## src/rtl/flash_seq_pkg.sv

```systemverilog
`timescale 1ns/1ps
package flash_seq_pkg;

  typedef enum logic [1:0] {
    OP_IDENT = 2'd0,
    OP_ERASE = 2'd1,
    OP_PROG  = 2'd2
  } op_e;

  typedef enum logic [1:0] {
    AD_TGT,
    AD_W0,
    AD_W1
  } addr_sel_e;

  typedef enum logic [2:0] {
    WS_ARRAY,
    WS_IDENT,
    WS_STAT,
    WS_ERASE,
    WS_CONFIRM,
    WS_PROG,
    WS_DATA
  } wsel_e;

  // strobes from control to datapath
  typedef struct packed {
    logic      load;
    logic      we;
    logic      re;
    addr_sel_e addrSel;
    wsel_e     wSel;
  } ctl_s;

  // decoded read-data flags from datapath to control
  typedef struct packed {
    logic ready;
    logic eraseErr;
    logic pgmErr;
    logic mfrOk;
    logic devOk;
    logic verifyOk;
  } flag_s;

  localparam logic [7:0] CODE_ARRAY   = 8'hFF;
  localparam logic [7:0] CODE_IDENT   = 8'h90;
  localparam logic [7:0] CODE_STAT    = 8'h70;
  localparam logic [7:0] CODE_ERASE   = 8'h20;
  localparam logic [7:0] CODE_CONFIRM = 8'hD0;
  localparam logic [7:0] CODE_PROG    = 8'h40;

  localparam logic [31:0] ST_READY     = 32'h0080_0080;
  localparam logic [31:0] ST_ERASE_ERR = 32'h0020_0020;
  localparam logic [31:0] ST_PGM_ERR   = 32'h0010_0010;
  localparam logic [31:0] ID_MFR       = 32'h0089_0089;
  localparam logic [31:0] ID_DEV_A     = 32'h88F3_88F3;
  localparam logic [31:0] ID_DEV_B     = 32'h88F4_88F4;

  function automatic logic [31:0] dupCode(input logic [7:0] code);
    return {8'h00, code, 8'h00, code};
  endfunction

endpackage

```

## src/rtl/flash_seq_dp.sv

```systemverilog
`timescale 1ns/1ps
module flash_seq_dp
  import flash_seq_pkg::*;
#(
  parameter int AW = 20
) (
  input  logic          clk,
  input  logic          rstN,
  input  ctl_s          ctl,
  input  logic [AW-1:0] reqAddr,
  input  logic [31:0]   reqData,
  input  logic [31:0]   flRdata,
  output logic [AW-1:0] flAddr,
  output logic [31:0]   flWdata,
  output flag_s         flags
);

  logic [AW-1:0] tgtAddr;
  logic [31:0]   tgtData;

  always_ff @(posedge clk or negedge rstN) begin
    if (!rstN) begin
      tgtAddr <= '0;
      tgtData <= '0;
    end else if (ctl.load) begin
      tgtAddr <= reqAddr;
      tgtData <= reqData;
    end
  end

  always_comb begin
    unique case (ctl.addrSel)
      AD_W0:   flAddr = '0;
      AD_W1:   flAddr = AW'(1);
      default: flAddr = tgtAddr;
    endcase
  end

  always_comb begin
    unique case (ctl.wSel)
      WS_IDENT:   flWdata = dupCode(CODE_IDENT);
      WS_STAT:    flWdata = dupCode(CODE_STAT);
      WS_ERASE:   flWdata = dupCode(CODE_ERASE);
      WS_CONFIRM: flWdata = dupCode(CODE_CONFIRM);
      WS_PROG:    flWdata = dupCode(CODE_PROG);
      WS_DATA:    flWdata = tgtData;
      default:    flWdata = dupCode(CODE_ARRAY);
    endcase
  end

  always_comb begin
    flags.ready    = (flRdata & ST_READY) == ST_READY;
    flags.eraseErr = |(flRdata & ST_ERASE_ERR);
    flags.pgmErr   = |(flRdata & ST_PGM_ERR);
    flags.mfrOk    = flRdata == ID_MFR;
    flags.devOk    = (flRdata == ID_DEV_A) || (flRdata == ID_DEV_B);
    flags.verifyOk = flRdata == tgtData;
  end

endmodule

```

## src/rtl/flash_seq_ctrl.sv

```systemverilog
`timescale 1ns/1ps
module flash_seq_ctrl
  import flash_seq_pkg::*;
#(
  parameter int MAX_POLLS = 4096
) (
  input  logic       clk,
  input  logic       rstN,
  input  logic       reqValid,
  input  logic [1:0] reqOp,
  input  flag_s      flags,
  output ctl_s       ctl,
  output logic       busy,
  output logic       done,
  output logic       err
);

  localparam int PCW = $clog2(MAX_POLLS + 1);

  typedef enum logic [3:0] {
    S_IDLE, S_SETUP, S_ARG, S_PCMD, S_PRD, S_PCAP, S_ARRAY,
    S_VRD, S_VCAP, S_IRD0, S_ICAP0, S_IRD1, S_ICAP1, S_DONE
  } state_e;

  state_e         state, nextState;
  op_e            opReg;
  logic           errReg, errNext;
  logic [PCW-1:0] pollCnt, pollNext;
  logic           accept;

  assign accept = (state == S_IDLE) && reqValid && (reqOp != 2'd3);

  always_ff @(posedge clk or negedge rstN) begin
    if (!rstN) begin
      state   <= S_IDLE;
      opReg   <= OP_IDENT;
      errReg  <= 1'b0;
      pollCnt <= '0;
    end else begin
      state   <= nextState;
      errReg  <= errNext;
      pollCnt <= pollNext;
      if (accept) opReg <= op_e'(reqOp);
    end
  end

  always_comb begin
    nextState = state;
    errNext   = errReg;
    pollNext  = pollCnt;
    unique case (state)
      S_IDLE: if (accept) begin
        nextState = S_SETUP;
        errNext   = 1'b0;
        pollNext  = '0;
      end
      S_SETUP: nextState = (opReg == OP_IDENT) ? S_IRD0 : S_ARG;
      S_ARG:   nextState = S_PCMD;
      S_PCMD:  nextState = S_PRD;
      S_PRD:   nextState = S_PCAP;
      S_PCAP: begin
        if (flags.ready) begin
          nextState = S_ARRAY;
          errNext   = errReg | ((opReg == OP_ERASE) ? flags.eraseErr : flags.pgmErr);
        end else if (pollCnt == PCW'(MAX_POLLS - 1)) begin
          nextState = S_ARRAY;
          errNext   = 1'b1;
        end else begin
          nextState = S_PCMD;
          pollNext  = pollCnt + 1'b1;
        end
      end
      S_ARRAY: nextState = (opReg == OP_PROG) ? S_VRD : S_DONE;
      S_VRD:   nextState = S_VCAP;
      S_VCAP: begin
        nextState = S_DONE;
        errNext   = errReg | !flags.verifyOk;
      end
      S_IRD0:  nextState = S_ICAP0;
      S_ICAP0: begin
        nextState = S_IRD1;
        errNext   = errReg | !flags.mfrOk;
      end
      S_IRD1:  nextState = S_ICAP1;
      S_ICAP1: begin
        nextState = S_ARRAY;
        errNext   = errReg | !flags.devOk;
      end
      default: nextState = S_IDLE;
    endcase
  end

  always_comb begin
    ctl         = '0;
    ctl.load    = accept;
    ctl.addrSel = AD_TGT;
    ctl.wSel    = WS_ARRAY;
    unique case (state)
      S_SETUP: begin
        ctl.we      = 1'b1;
        ctl.addrSel = (opReg == OP_IDENT) ? AD_W0 : AD_TGT;
        ctl.wSel    = (opReg == OP_IDENT) ? WS_IDENT :
                      (opReg == OP_ERASE) ? WS_ERASE : WS_PROG;
      end
      S_ARG: begin
        ctl.we   = 1'b1;
        ctl.wSel = (opReg == OP_ERASE) ? WS_CONFIRM : WS_DATA;
      end
      S_PCMD: begin
        ctl.we   = 1'b1;
        ctl.wSel = WS_STAT;
      end
      S_ARRAY: begin
        ctl.we      = 1'b1;
        ctl.addrSel = (opReg == OP_IDENT) ? AD_W0 : AD_TGT;
      end
      S_PRD, S_VRD: ctl.re = 1'b1;
      S_IRD0: begin
        ctl.re      = 1'b1;
        ctl.addrSel = AD_W0;
      end
      S_IRD1: begin
        ctl.re      = 1'b1;
        ctl.addrSel = AD_W1;
      end
      default: ;
    endcase
  end

  assign busy = state != S_IDLE;
  assign done = state == S_DONE;
  assign err  = done & errReg;

endmodule

```

## src/rtl/flash_cmd_sequencer.sv

```systemverilog
`timescale 1ns/1ps
module flash_cmd_sequencer
  import flash_seq_pkg::*;
#(
  parameter int AW        = 20,
  parameter int MAX_POLLS = 4096
) (
  input  logic          clk,
  input  logic          rstN,
  input  logic          reqValid,
  input  logic [1:0]    reqOp,
  input  logic [AW-1:0] reqAddr,
  input  logic [31:0]   reqData,
  output logic          busy,
  output logic          done,
  output logic          err,
  output logic [AW-1:0] flAddr,
  output logic [31:0]   flWdata,
  input  logic [31:0]   flRdata,
  output logic          flWe,
  output logic          flRe
);

  ctl_s  ctl;
  flag_s flags;
  logic  dataPhase;

  flash_seq_ctrl #(.MAX_POLLS(MAX_POLLS)) u_ctrl (
    .clk      (clk),
    .rstN     (rstN),
    .reqValid (reqValid),
    .reqOp    (reqOp),
    .flags    (flags),
    .ctl      (ctl),
    .busy     (busy),
    .done     (done),
    .err      (err)
  );

  flash_seq_dp #(.AW(AW)) u_dp (
    .clk     (clk),
    .rstN    (rstN),
    .ctl     (ctl),
    .reqAddr (reqAddr),
    .reqData (reqData),
    .flRdata (flRdata),
    .flAddr  (flAddr),
    .flWdata (flWdata),
    .flags   (flags)
  );

  assign flWe      = ctl.we;
  assign flRe      = ctl.re;
  assign dataPhase = ctl.wSel == WS_DATA;

endmodule

```

## config.mk

```make
export PLATFORM = sky130hd
export DESIGN_NAME = flash_cmd_sequencer
export DESIGN_NICKNAME = d
export VERILOG_FILES = /design/src/rtl/flash_seq_pkg.sv /design/src/rtl/flash_seq_dp.sv /design/src/rtl/flash_seq_ctrl.sv /design/src/rtl/flash_cmd_sequencer.sv
export SDC_FILE = /design/constraint.sdc
export NUM_CORES = 1
export LEC_CHECK = 0
export BUFFER_PORTS_ARGS = -buffer_cell sky130_fd_sc_hd__buf_2
export CORE_MARGIN = 3
export CORE_UTILIZATION = 52
export CTS_BUF_LIST = sky130_fd_sc_hd__clkbuf_4 sky130_fd_sc_hd__clkbuf_8
export CTS_CLUSTER_DIAMETER = 100
export CTS_CLUSTER_SIZE = 8
export DETAILED_ROUTE_END_ITERATION = 7
export GPL_TIMING_DRIVEN = 0
export PLACE_DENSITY = 0.82
export SYNTH_ARGS = -nofsm -noshare
export SYNTH_HDL_FRONTEND = slang
export SYNTH_SLANG_ARGS = --single-unit
```

## constraint.sdc

```tcl
create_clock -name clk -period 2.29 [get_ports clk]
set_input_delay 0.1145 -clock clk [delete_from_list [all_inputs] [get_ports clk]]
set_output_delay 0.1145 -clock clk [all_outputs]
set_load 0.1 [all_outputs]
```

==> key figures <==
Floorplanning
  • Die Wd: 96.5 um
  • Total die area: 9310 sq um
  • Initial Utilization: 54.3%
  • Die height: 96.5 um
  • Io pins: 146
  • Core region area: 7850 sq um
  • Cell Rows: 32

Clocking
  • CTS Sinks: 72
  • CTS tree: done
  • Clock Tree Buf Depth: 2
  • H-Tree Depth: 3
  • TritonCTS Buffers: 9
  • Skew-Pair Late Insertion Delay: 0.36 ns
  • Clk slew on worst S/H paths: approximately 0.080 ns
  • CTS Root Cell: clkbuf_8

Setup path
  • R2R depth: 8
  • Setup CP Type: reg2out
  • Critical path endpoint category: output pin
  • Arr. time, crit path: 2.24 ns
  • Worst Setup SP: u_ctrl.state[0]
  • CP Cell Sequence: buf_6 -> nor2b_4 -> nand2_1 -> nor3_4 -> clkbuf_4 -> and2_1 -> buf_6
  • Worst Path Max Fanout: 10
  • Most frequent CP cell: buf_6
  • Worst EP required: 2.18 ns
  • Flop2flop setup slack: 0.27 ns
  • RR Endpoint: u_dp.tgtData[4]
  • Max stage delay on crit path: 0.39 ns
  • Critical path startpoint category: flop
  • Critical Path End: flWdata[9]
  • Slowest CP cell: dfrtp_1
  • RR Startpoint: u_ctrl.state[0]

Power
  • Int Pwr: about 0.0046 W
  • Peak VDD IR: 0.00163 V
  • Power per Cell Area: 1720 nW/um^2
  • Psw: around 0.0065 W
  • Sequential Power Share: between 20% and 30%
  • Leak: 3.27 nW
  • Switching Share: roughly three fifths
  • Clock power frac: about 8.4%
  • Tot Pwr: 0.0111 W
  • Combinational group share of total power: 71.3%

Cells and area
  • Most common cell after layout, fill and taps aside: nand2_1
  • Most frequent cells in the layout: nand2_1, buf_2, dfrtp_1, dlygate4sd3_1, xor2_1
  • Fill cell count: 445
  • Fraction of layout cells with a size suffix above 1: between 30% and 40%
  • NumNets Final: roughly 820
  • Fin area: approximately 6500 sq um
  • Inserted Diodes: 0
  • Area grow syn2layout: 51.9%
  • Fin util: 82.5%

Yosys
  • Largest family of logic cells by synthesized area: simple AND/OR/NAND/NOR gates
  • Mapped Cells: 511
  • Synth Area in Adders: 0.588%
  • Post-synth cell types: 58
  • Synth Register Bits: 72
  • Synth area leaders: dfrtp_1, nand2_1, xor2_1, and2_1, nor2_1
  • Share of synthesized cell area in and, or, nand and nor gates: 34.5%
  • Multiplexer share of the synthesized area: 0.734%
  • Synth Area in Compound Gates: a little under 10%
  • Post-Synthesis Cell Area: 4260 sq um
  • Synth top area share: 42.3%
  • Top_reg_cell synth: dfrtp_1
  • Mean Syn Cell Area: between 8 and 9 sq um
  • YS warnings: 0
  • Asr flop ratio synth: 100%
  • Sequential share of the synthesized area: 42.3%
  • Xor/xnor share of the synthesized area: around 8.6%
  • Synth Net Count: 602
  • EDFF count, synth: 0
  • Area leader, netlist: dfrtp_1

Placement
  • Placed Area: 5150 sq um
  • Hpwl dp: approximately 9800 um
  • Buffers on Ports: between 100 and 150
  • GPL Wtd Cong: 0.937

Timing
  • Worst Slack Setup Final: -0.0610 ns
  • Max Clk Rate: around 430 MHz
  • Final hold violation count: 0
  • Final Setup Violations: 28
  • Hold WS: ~0.0019 ns
  • RSZ-0062 raised after global routing: true
  • Tcrit/Tclk final: 103%
  • Slew HR: approximately two fifths
  • Clock skew: 0.0147 ns
  • Setup tns final: -0.518 ns
  • Final min period: 2.35 ns
  • Max-slew violations: 0
  • Worst-Margin Slew: a little over 0.9 ns

Route
  • Antenna viol nets, final: 0
  • DR WL met2: about 8200 um
  • DRT iter0 DRCs: around 570
  • Via density: 5.88
  • Remaining routing DRC violations: 0
  • Vias: 4,924
  • DRT Pass-1 Iters: 5
  • Detailed Route WL: ~17,000 um
  • Met3 Routed Length: 1500 um
  • Top Layer Used: met4
  • Wire length per cell: about 20 um
  • Post-Route M1 WL: 5920 um

GRT
  • First-pass GRT wire length: 24,400 um
  • Largest net degree at the start of global routing: between 70 and 80
  • Vias in the first global route: approximately 4,800
  • GRT overflow: 0
  • Initial antenna violation count: 0
  • Overall Global Routing Usage: 34.7%

Run
  • # Max-Cap Violations: 0

Run status
  • Status: complete, but fails checks
  • Failing checks: negative setup slack

Min path
  • Hold crit path type: in2reg
## registers in the layout (all words and copies together) (netlist names)
register        count
u_dp.tgtData       32
u_ctrl.errReg       1
u_dp.tgtAddr       20
u_ctrl.opReg        2
u_ctrl.pollCnt     13
u_ctrl.state        4
## cells by family (layout without fill, tap and decap cells)
logic type | Yosys count | after routing
adder cells (fa/ha/maj) | 2 | 2
AO/OA/AOI/OAI | 58 | 58
buffers and inverters | 33 | 258
XOR/XNOR | 42 | 42
AND/OR/NAND/NOR | 301 | 301
multiplexers | 3 | 3
flip-flops | 72 | 72
## worst min path at each step
stage	start	endpoint	cells past startpoint
final	reqData[22]	u_dp.tgtData[22]	3
after global routing	reqData[22]	u_dp.tgtData[22]	3
after CTS	reqData[22]	u_dp.tgtData[22]	3
after detailed placement	rstN	u_ctrl.pollCnt[7]	1
after global placement	reqAddr[1]	u_dp.tgtAddr[1]	3
after floorplan	rstN	u_ctrl.errReg	0
## synthesized netlist by cell type, types with 9 or more instances
| master | number |
|---|---|
| nand2_1 | 176 |
| dfrtp_1 | 72 |
| and2_1 | 37 |
| xor2_1 | 33 |
| nor2_1 | 21 |
| buf_2 | 13 |
| clkbuf_1 | 13 |
| a21oi_1 | 11 |
| nor4_1 | 10 |
| a21o_1 | 9 |
| o21ai_0 | 9 |
| xnor2_1 | 9 |
## routing by layer
metal  up-vias  GRT usage [%]
met4         0           18.6
met3       115           7.90
li1       2130              -
met2       368           57.8
met1      2311           41.6
met5         -              0
## power groups by stage
stage / Sequential [W] / Combinational, W / Clock, W
5_1_grt: 0.00229 / 0.00822 / 0.000979
3_3_place_gp: 0.00218 / 0.00623 / 0
3_5_place_dp: 0.00220 / 0.00630 / 0
2_1_floorplan: 0.00206 / 0.00528 / 0
4_1_cts: 0.00218 / 0.00733 / 0.000914
6_report: 0.00226 / 0.00794 / 0.000937
## repair_timing
action | 4_1_cts | 5_1_grt
endpoints found under the setup margin | 44 | 44
hold endpoints to repair | 123 | 0
pin swaps | 4 | 4
setup buffers | 9 | 4
cloned | 1 | 0
resized for setup | 113 | 52
hold buffers | 52 | 0
## area by class of cell
class | instances | area (sq um) | area share (%)
Clock inverter | 6 | 43.8 | 0.677
Tap cell | 102 | 128 | 1.97
Timing Repair Buffer | 211 | 1740 | 26.9
Clock buffer | 10 | 131 | 2.03
Buffer | 27 | 178 | 2.75
Sequential cell | 72 | 1810 | 27.9
Inverter | 4 | 15.0 | 0.232
Multi-Input combinational cell | 406 | 2430 | 37.5
## worst max-delay path, delay by kind of cell (launching register included)
kind | cells | cell delay, ns
buf+inv | 3 | 0.66
flops | 1 | 0.39
simple gates | 4 | 0.82
## through the flow
| stage | instances | setup WS (ns) |
|---|---|---|
| after floorplan | 511 | -0.0698 |
| after global placement | 758 | -0.486 |
| after detailed placement | 758 | -0.509 |
| after CTS | 835 | -0.0931 |
| after global routing | 838 | -0.101 |
| final | 838 | -0.0610 |
Note: power is estimated with default switching activity, not from simulation.
